File: src/rtl/obp_pkg.sv
package obp_pkg;
  localparam int unsigned OBP_DEF_BANKS = 16;

  // Rotation wrap equals modulo only for a power-of-two bank count
  function automatic bit obp_is_pow2(input int unsigned n);
    return (n != 0) && ((n & (n - 1)) == 0);
  endfunction

  typedef enum logic [1:0] {
    OBP_IDLE   = 2'b00,
    OBP_ACCEPT = 2'b01,
    OBP_REFUSE = 2'b10
  } obp_req_e;
endpackage

File: src/rtl/obp_mask_rotator.sv
module obp_mask_rotator #(
  parameter int unsigned N      = 16,
  parameter int unsigned STEP_W = $clog2(N)
) (
  input  logic [N-1:0]      mask_i,
  input  logic [STEP_W-1:0] step_i,
  output logic [N-1:0]      mask_o
);
  logic [N-1:0] stage_q [STEP_W+1];

  assign stage_q[0] = mask_i;

  // stage s rotates left by 2**s when step bit s is set
  for (genvar s = 0; s < STEP_W; s++) begin : g_stage
    localparam int unsigned SH = (1 << s) % N;
    if (SH == 0) begin : g_full
      assign stage_q[s+1] = stage_q[s];
    end else begin : g_rot
      assign stage_q[s+1] = step_i[s]
        ? {stage_q[s][N-1-SH:0], stage_q[s][N-1:N-SH]}
        : stage_q[s];
    end
  end

  assign mask_o = stage_q[STEP_W];
endmodule

File: src/rtl/obp_onehot_ptr.sv
module obp_onehot_ptr #(
  parameter int unsigned N      = 16,
  parameter int unsigned STEP_W = $clog2(N)
) (
  input  logic              clk_i,
  input  logic              rst_ni,
  input  logic              adv_i,
  input  logic [STEP_W-1:0] step_i,
  output logic [N-1:0]      mask_o
);
  localparam logic [N-1:0] RST_MASK = {{(N-1){1'b0}}, 1'b1};

  logic [N-1:0] mask_q;
  logic [N-1:0] rot_mask;

  obp_mask_rotator #(
    .N      (N),
    .STEP_W (STEP_W)
  ) rot_i (
    .mask_i (mask_q),
    .step_i (step_i),
    .mask_o (rot_mask)
  );

  always_ff @(posedge clk_i or negedge rst_ni) begin
    if (!rst_ni) begin
      mask_q <= RST_MASK;
    end else if (adv_i) begin
      mask_q <= rot_mask;
    end
  end

  assign mask_o = mask_q;
endmodule

File: src/rtl/obp_occupancy.sv
module obp_occupancy
  import obp_pkg::*;
#(
  parameter int unsigned N      = 16,
  parameter int unsigned STEP_W = $clog2(N),
  parameter int unsigned CNT_W  = $clog2(N + 1)
) (
  input  logic              clk_i,
  input  logic              rst_ni,
  input  logic              push_i,
  input  logic [STEP_W-1:0] push_step_i,
  input  logic              pop_i,
  input  logic [STEP_W-1:0] pop_step_i,
  output logic              push_go_o,
  output logic              pop_go_o,
  output logic [CNT_W-1:0]  count_o,
  output logic              push_err_o,
  output logic              pop_err_o
);
  localparam int unsigned SUM_W = CNT_W + 1;
  localparam logic [SUM_W-1:0] LIMIT = SUM_W'(N);

  logic [CNT_W-1:0] cnt_q, cnt_d;
  logic [SUM_W-1:0] push_sum;
  logic             push_fits, pop_fits;
  obp_req_e         push_st, pop_st;
  logic             push_err_q, pop_err_q;

  // both limits judged on the pre-edge count
  assign push_sum  = SUM_W'(cnt_q) + SUM_W'(push_step_i);
  assign push_fits = push_sum <= LIMIT;
  assign pop_fits  = SUM_W'(pop_step_i) <= SUM_W'(cnt_q);

  always_comb begin
    push_st = OBP_IDLE;
    if (push_i) push_st = push_fits ? OBP_ACCEPT : OBP_REFUSE;
    pop_st = OBP_IDLE;
    if (pop_i) pop_st = pop_fits ? OBP_ACCEPT : OBP_REFUSE;
  end

  assign push_go_o = (push_st == OBP_ACCEPT);
  assign pop_go_o  = (pop_st == OBP_ACCEPT);

  always_comb begin
    cnt_d = cnt_q;
    if (push_go_o) cnt_d = cnt_d + CNT_W'(push_step_i);
    if (pop_go_o)  cnt_d = cnt_d - CNT_W'(pop_step_i);
  end

  always_ff @(posedge clk_i or negedge rst_ni) begin
    if (!rst_ni) begin
      cnt_q      <= '0;
      push_err_q <= 1'b0;
      pop_err_q  <= 1'b0;
    end else begin
      cnt_q      <= cnt_d;
      push_err_q <= (push_st == OBP_REFUSE);
      pop_err_q  <= (pop_st == OBP_REFUSE);
    end
  end

  assign count_o    = cnt_q;
  assign push_err_o = push_err_q;
  assign pop_err_o  = pop_err_q;
endmodule

File: src/rtl/obp_ring_ptr.sv
module obp_ring_ptr
  import obp_pkg::*;
#(
  parameter int unsigned N_BANKS = OBP_DEF_BANKS,
  parameter int unsigned STEP_W  = $clog2(N_BANKS),
  parameter int unsigned CNT_W   = $clog2(N_BANKS + 1)
) (
  input  logic               clk_i,
  input  logic               rst_ni,
  input  logic               push_i,
  input  logic [STEP_W-1:0]  push_step_i,
  input  logic               pop_i,
  input  logic [STEP_W-1:0]  pop_step_i,
  output logic [N_BANKS-1:0] wr_en_o,
  output logic [N_BANKS-1:0] rd_sel_o,
  output logic [CNT_W-1:0]   count_o,
  output logic               push_err_o,
  output logic               pop_err_o
);
  initial begin
    if (!obp_is_pow2(N_BANKS)) $error("N_BANKS must be a power of two");
  end

  logic push_go, pop_go;

  obp_occupancy #(
    .N      (N_BANKS),
    .STEP_W (STEP_W),
    .CNT_W  (CNT_W)
  ) occ_i (
    .clk_i       (clk_i),
    .rst_ni      (rst_ni),
    .push_i      (push_i),
    .push_step_i (push_step_i),
    .pop_i       (pop_i),
    .pop_step_i  (pop_step_i),
    .push_go_o   (push_go),
    .pop_go_o    (pop_go),
    .count_o     (count_o),
    .push_err_o  (push_err_o),
    .pop_err_o   (pop_err_o)
  );

  obp_onehot_ptr #(
    .N      (N_BANKS),
    .STEP_W (STEP_W)
  ) wr_ptr_i (
    .clk_i  (clk_i),
    .rst_ni (rst_ni),
    .adv_i  (push_go),
    .step_i (push_step_i),
    .mask_o (wr_en_o)
  );

  obp_onehot_ptr #(
    .N      (N_BANKS),
    .STEP_W (STEP_W)
  ) rd_ptr_i (
    .clk_i  (clk_i),
    .rst_ni (rst_ni),
    .adv_i  (pop_go),
    .step_i (pop_step_i),
    .mask_o (rd_sel_o)
  );
endmodule

File: config.mk
export PLATFORM = sky130hd
export DESIGN_NAME = obp_ring_ptr
export DESIGN_NICKNAME = d
export VERILOG_FILES = /design/src/rtl/obp_pkg.sv /design/src/rtl/obp_mask_rotator.sv /design/src/rtl/obp_onehot_ptr.sv /design/src/rtl/obp_occupancy.sv /design/src/rtl/obp_ring_ptr.sv
export SDC_FILE = /design/constraint.sdc
export NUM_CORES = 1
export LEC_CHECK = 0
export ABC_AREA = 1
export BUFFER_PORTS_ARGS = -buffer_cell sky130_fd_sc_hd__buf_4
export CAP_MARGIN = 40
export CORE_MARGIN = 5
export CORE_UTILIZATION = 50
export CTS_CLUSTER_SIZE = 30
export DETAILED_ROUTE_END_ITERATION = 12
export GPL_TIMING_DRIVEN = 0
export PLACE_DENSITY = 0.71
export SYNTH_ARGS = -nofsm -noshare
export SYNTH_HDL_FRONTEND = slang
export SYNTH_SLANG_ARGS = --single-unit
export TNS_END_PERCENT = 50
File: constraint.sdc
create_clock -name clk_i -period 3.7 [get_ports clk_i]
set_input_delay 0.185 -clock clk_i [delete_from_list [all_inputs] [get_ports clk_i]]
set_output_delay 0.185 -clock clk_i [all_outputs]
set_load 0.01 [all_outputs]
==> run summary <==
For this block, the via count after detailed routing is just under 4000. TritonCTS built the clock tree. The fraction of met3 tracks used by global routing is ~3.3%. The number of warning messages in the yosys log is 0. Ranked by total cell area, the synthesized netlist is headed by sky130_fd_sc_hd__dfrtp_1, sky130_fd_sc_hd__nand2_1, sky130_fd_sc_hd__nand3_1, sky130_fd_sc_hd__o21ai_0, sky130_fd_sc_hd__ha_1.

The average via count per standard cell came out at 5.808. In this run the mean area of a mapped cell was roughly 6.3 sq um. The portion of synthesized cell area occupied by the leading cell type came out at 26.96%. The worst setup path is launched from an input pin.

Clock-pin slew was measured on the worst setup and hold paths at 0.08 ns. The kind of cell with the highest combined delay on the critical path is adder cells. The number of global-route vias before repair came out at around 3600. The count of buffer and inverter cells on the critical path is 7. Subtracting the final worst setup slack from the clock period gives between 3 and 4 ns. The clock arrives with 0.01099 ns of skew.

The period utilization is a little under nine tenths. Once layout is complete, the cells apart from fillers number between 600 and 700. By startpoint and endpoint, the worst setup path is classified as in2reg.

The post-synthesis cell count came out at 545. STA puts the critical path data required time at 3.90 ns. The flow ran to the end, and the final reports show no timing, DRC or antenna violations.

In this run the cell area of the synthesized design comes to 3435 sq um. Along the worst path, the maximum fanout reaches 10. The hold-fix buffer count after cts came out at 1. In this run the power density over the cells is just over 800 nW/um^2. The initial antenna violation count came out at 0. Walking the worst path, the cells encountered are buf_4 -> buf_2 -> clkinv_1 -> buf_2 -> fa_1 -> nand2_1 -> nor2_2 -> nand3_2 -> nand2_4 -> nand3_2 -> buf_6 -> nand2_1 -> nand2_1 -> ha_1 -> fa_1 -> inv_1 -> a31oi_1 -> nand3_1 -> nand3_1 -> nand2_1 -> inv_1. The top cell types in the final layout, fill and taps aside, are sky130_fd_sc_hd__nand2_1, sky130_fd_sc_hd__nand3_1, sky130_fd_sc_hd__buf_4.

In the global route stage, met2 resource usage came out at a little over two fifths. The routing usage on met1 came out at 31.79%. The largest incremental delay on the critical path is 0.60 ns. The worst-case clock buffer depth is 2. The total chip power came out at approximately 3300 uW. The placer congestion estimate is 0.9926. The count of final max-slew check failures is 0. The number of antenna diodes in the final layout is 0. The die covers 8627 sq um. The final setup violation count is 0. In this run the number of H-tree levels came out at 2. The count of instances resized after the clock tree is built came out at 0.

The source-to-sink clock delay at the later pin of the worst-skew pair is a little under 0.3 ns. In this run, distinct cell masters in the synthesized netlist total 30. The leakage power is roughly 0.0021 uW. The initial standard-cell utilization of the core came out at about half. Counting stages on the worst path, the most repeated cell is sky130_fd_sc_hd__nand2_1. The post-synthesis to final-layout area growth is 17.78%.

Including well taps, the total number of placed cells is roughly 670. between 50 and 60 I/O pins were placed. The half-perimeter wire length of the detailed placement result is approximately 8400 um.

The floorplan has 30 rows. The measured slew at the worst slew-check pin is 0.5454 ns. The number of nets with antenna violations after routing came out at 0.

The number of nets in the final layout came out at 628. For this block, the initial DRC count from the detailed router was roughly 340. The share of final-layout standard cells stronger than drive strength 1 came out at 17.25%. The buffer count from post-CTS setup fixing is 0.

The total negative slack is 0 ns. The number of endpoints with negative hold slack in the final report came out at 0. The buffer cell driving the clock tree root is sky130_fd_sc_hd__clkbuf_8. The wire length of the first global-routing pass came out at around 17000 um. The final wirelength is around 11000 um. The number of sinks driven by the clock tree came out at 39. Setup repair after global routing left no endpoint under its margin. The global routing stage identified its most utilized layer as met2. The length of the first detailed-routing pass in iterations is 6. For this design, the slowest cell found on the critical path is sky130_fd_sc_hd__fa_1.

The biggest area contributor in the post-synthesis netlist is sky130_fd_sc_hd__dfrtp_1. The fmax is around 310 MHz. The critical path arrival is roughly 3.4 ns. The most common cell after layout, fill and taps aside is sky130_fd_sc_hd__nand2_1. The share of the Yosys chip area taken by registers is between 20% and 30%. In this run the worst hold path is classified as in2reg. The die is 92.88 um wide. The area of the placeable core is around 6800 sq um.

After detailed routing, the average wire length per cell comes to 16.29 um. The number of nets in the synthesized netlist came out at between 500 and 600. The largest net degree at the start of global routing came out at 40.

The placement-stage cell area came out at 3902 sq um. The flop and latch count out of synthesis is 39. The kind of capture point of the worst setup path is a register. The final cell area excluding filler cells is roughly 4000 sq um. The tool flagged a number of max-cap violations equal to 0.

The floorplan step set the die height to approximately 93 um. The worst vdd rail ir drop came out at 428.0 uV. The headroom to the max-slew limit is 63.64%. The count of input and output buffers came out at 49.

The post-detailed-route DRC marker count came out at 0. The leftover overflow at the end of global routing is 0. The global-route usage over all layers came out at 25.34%. The total CTS buffers is 5.
==> worst paths after layout <==
| kind | start | end | slack (ns) | depth (start not counted) |
|---|---|---|---|---|
| min | pop_i | occ_i.pop_err_o | 0.12 | 3 |
| min in group asynchronous | rst_ni | occ_i.push_err_o | 0.39 | 2 |
| max | push_step_i[1] | occ_i.count_o[4] | 0.52 | 21 |
| max in group asynchronous | rst_ni | wr_ptr_i.mask_o[0] | 2.92 | 2 |
| min reg2reg | rd_ptr_i.mask_o[0] | rd_ptr_i.mask_o[0] | 0.49 | 2 |
| max reg2reg | occ_i.count_o[0] | occ_i.count_o[4] | 0.54 | 19 |
==> flip-flops by register name, indices dropped and copies added, names as in the netlist <==
signal	flops
occ_i.push_err_o	1
wr_ptr_i.mask_o	16
rd_ptr_i.mask_o	16
occ_i.count_o	5
occ_i.pop_err_o	1
==> metal layers <==
| metal | vias to the layer above | share of wire (%) | wire length [um] |
|---|---|---|---|
| met3 | 27 | 6.5 | 724 |
| met1 | 1833 | 42 | 4701 |
| li1 | 1932 | - | - |
| met5 | - | 0 | 0 |
| met4 | 0 | 2.9 | 320 |
| met2 | 175 | 48 | 5381 |
==> final cells by class <==
type                       instances  area (sq um)
sequential                        39         978.4
multi-input combinational        445          2188
clock buffer                       6         72.57
inverter                          32         120.1
timing repair buffer              50         377.9
fill                             682          2711
tap                               80         100.1
buffer                            29         147.6
clock inverter                     2         60.06
==> metrics by stage <==
stage | hold slack (ns) | setup slack [ns] | util (%)
2_1_floorplan | -0.1106 | 0.7019 | -
3_3_place_gp | 0.1899 | 0.2185 | 57.76
3_5_place_dp | 0.2011 | 0.2412 | 57.76
4_1_cts | 0.1106 | 0.5326 | 59.87
5_1_grt | 0.1310 | 0.2486 | 59.87
6_report | 0.1196 | 0.5160 | 59.87
==> cells by family after synthesis <==
logic type / count (synthesis) / share of synthesized area [%]
AND/OR/NAND/NOR: 360 / 47.07
AO/OA/AOI/OAI: 69 / 10.60
buffers and inverters: 61 / 7.796
flip-flops: 39 / 28.49
adder cells (fa/ha/maj): 14 / 5.537
XOR/XNOR: 2 / 0.5101
==> tightest hold or removal path, delay by kind of cell <==
| family | cells | cell delay, ns |
|---|---|---|
| simple gates | 1 | 0.03 |
| buf+inv | 2 | 0.16 |
==> synth_stat cells <==
cell type and instances:
sky130_fd_sc_hd__nand4_1 7, sky130_fd_sc_hd__nor2_1 2, sky130_fd_sc_hd__inv_1 28, sky130_fd_sc_hd__o21ai_0 46, sky130_fd_sc_hd__o21ai_1 12, sky130_fd_sc_hd__a21boi_0 1, sky130_fd_sc_hd__a21oi_1 5, sky130_fd_sc_hd__buf_4 2
sky130_fd_sc_hd__o21ai_2 4, sky130_fd_sc_hd__nand3_2 2, sky130_fd_sc_hd__and2_1 2, sky130_fd_sc_hd__nand2_2 1, sky130_fd_sc_hd__dfrtp_1 37, sky130_fd_sc_hd__xor2_1 1, sky130_fd_sc_hd__dfstp_2 2, sky130_fd_sc_hd__ha_1 12
sky130_fd_sc_hd__nand2_1 194, sky130_fd_sc_hd__buf_6 3, sky130_fd_sc_hd__nand3_1 126, sky130_fd_sc_hd__xnor2_1 1, sky130_fd_sc_hd__a31oi_1 1, sky130_fd_sc_hd__or2_2 24, sky130_fd_sc_hd__nor2_2 1, sky130_fd_sc_hd__buf_1 5
sky130_fd_sc_hd__nand2_4 1, sky130_fd_sc_hd__fa_1 2, sky130_fd_sc_hd__clkinv_1 3, sky130_fd_sc_hd__inv_2 1, sky130_fd_sc_hd__buf_2 7, sky130_fd_sc_hd__clkbuf_1 12
==> where the power goes <==
part	internal (uW)	leakage, uW	total (uW)	switching [uW]
sequential	644	0.000479	879	234
combinational	832	0.00156	2010	1170
clock	270	0.0000654	428	159
total	1750	0.00211	3310	1570
(Power assumes the default switching activity.)
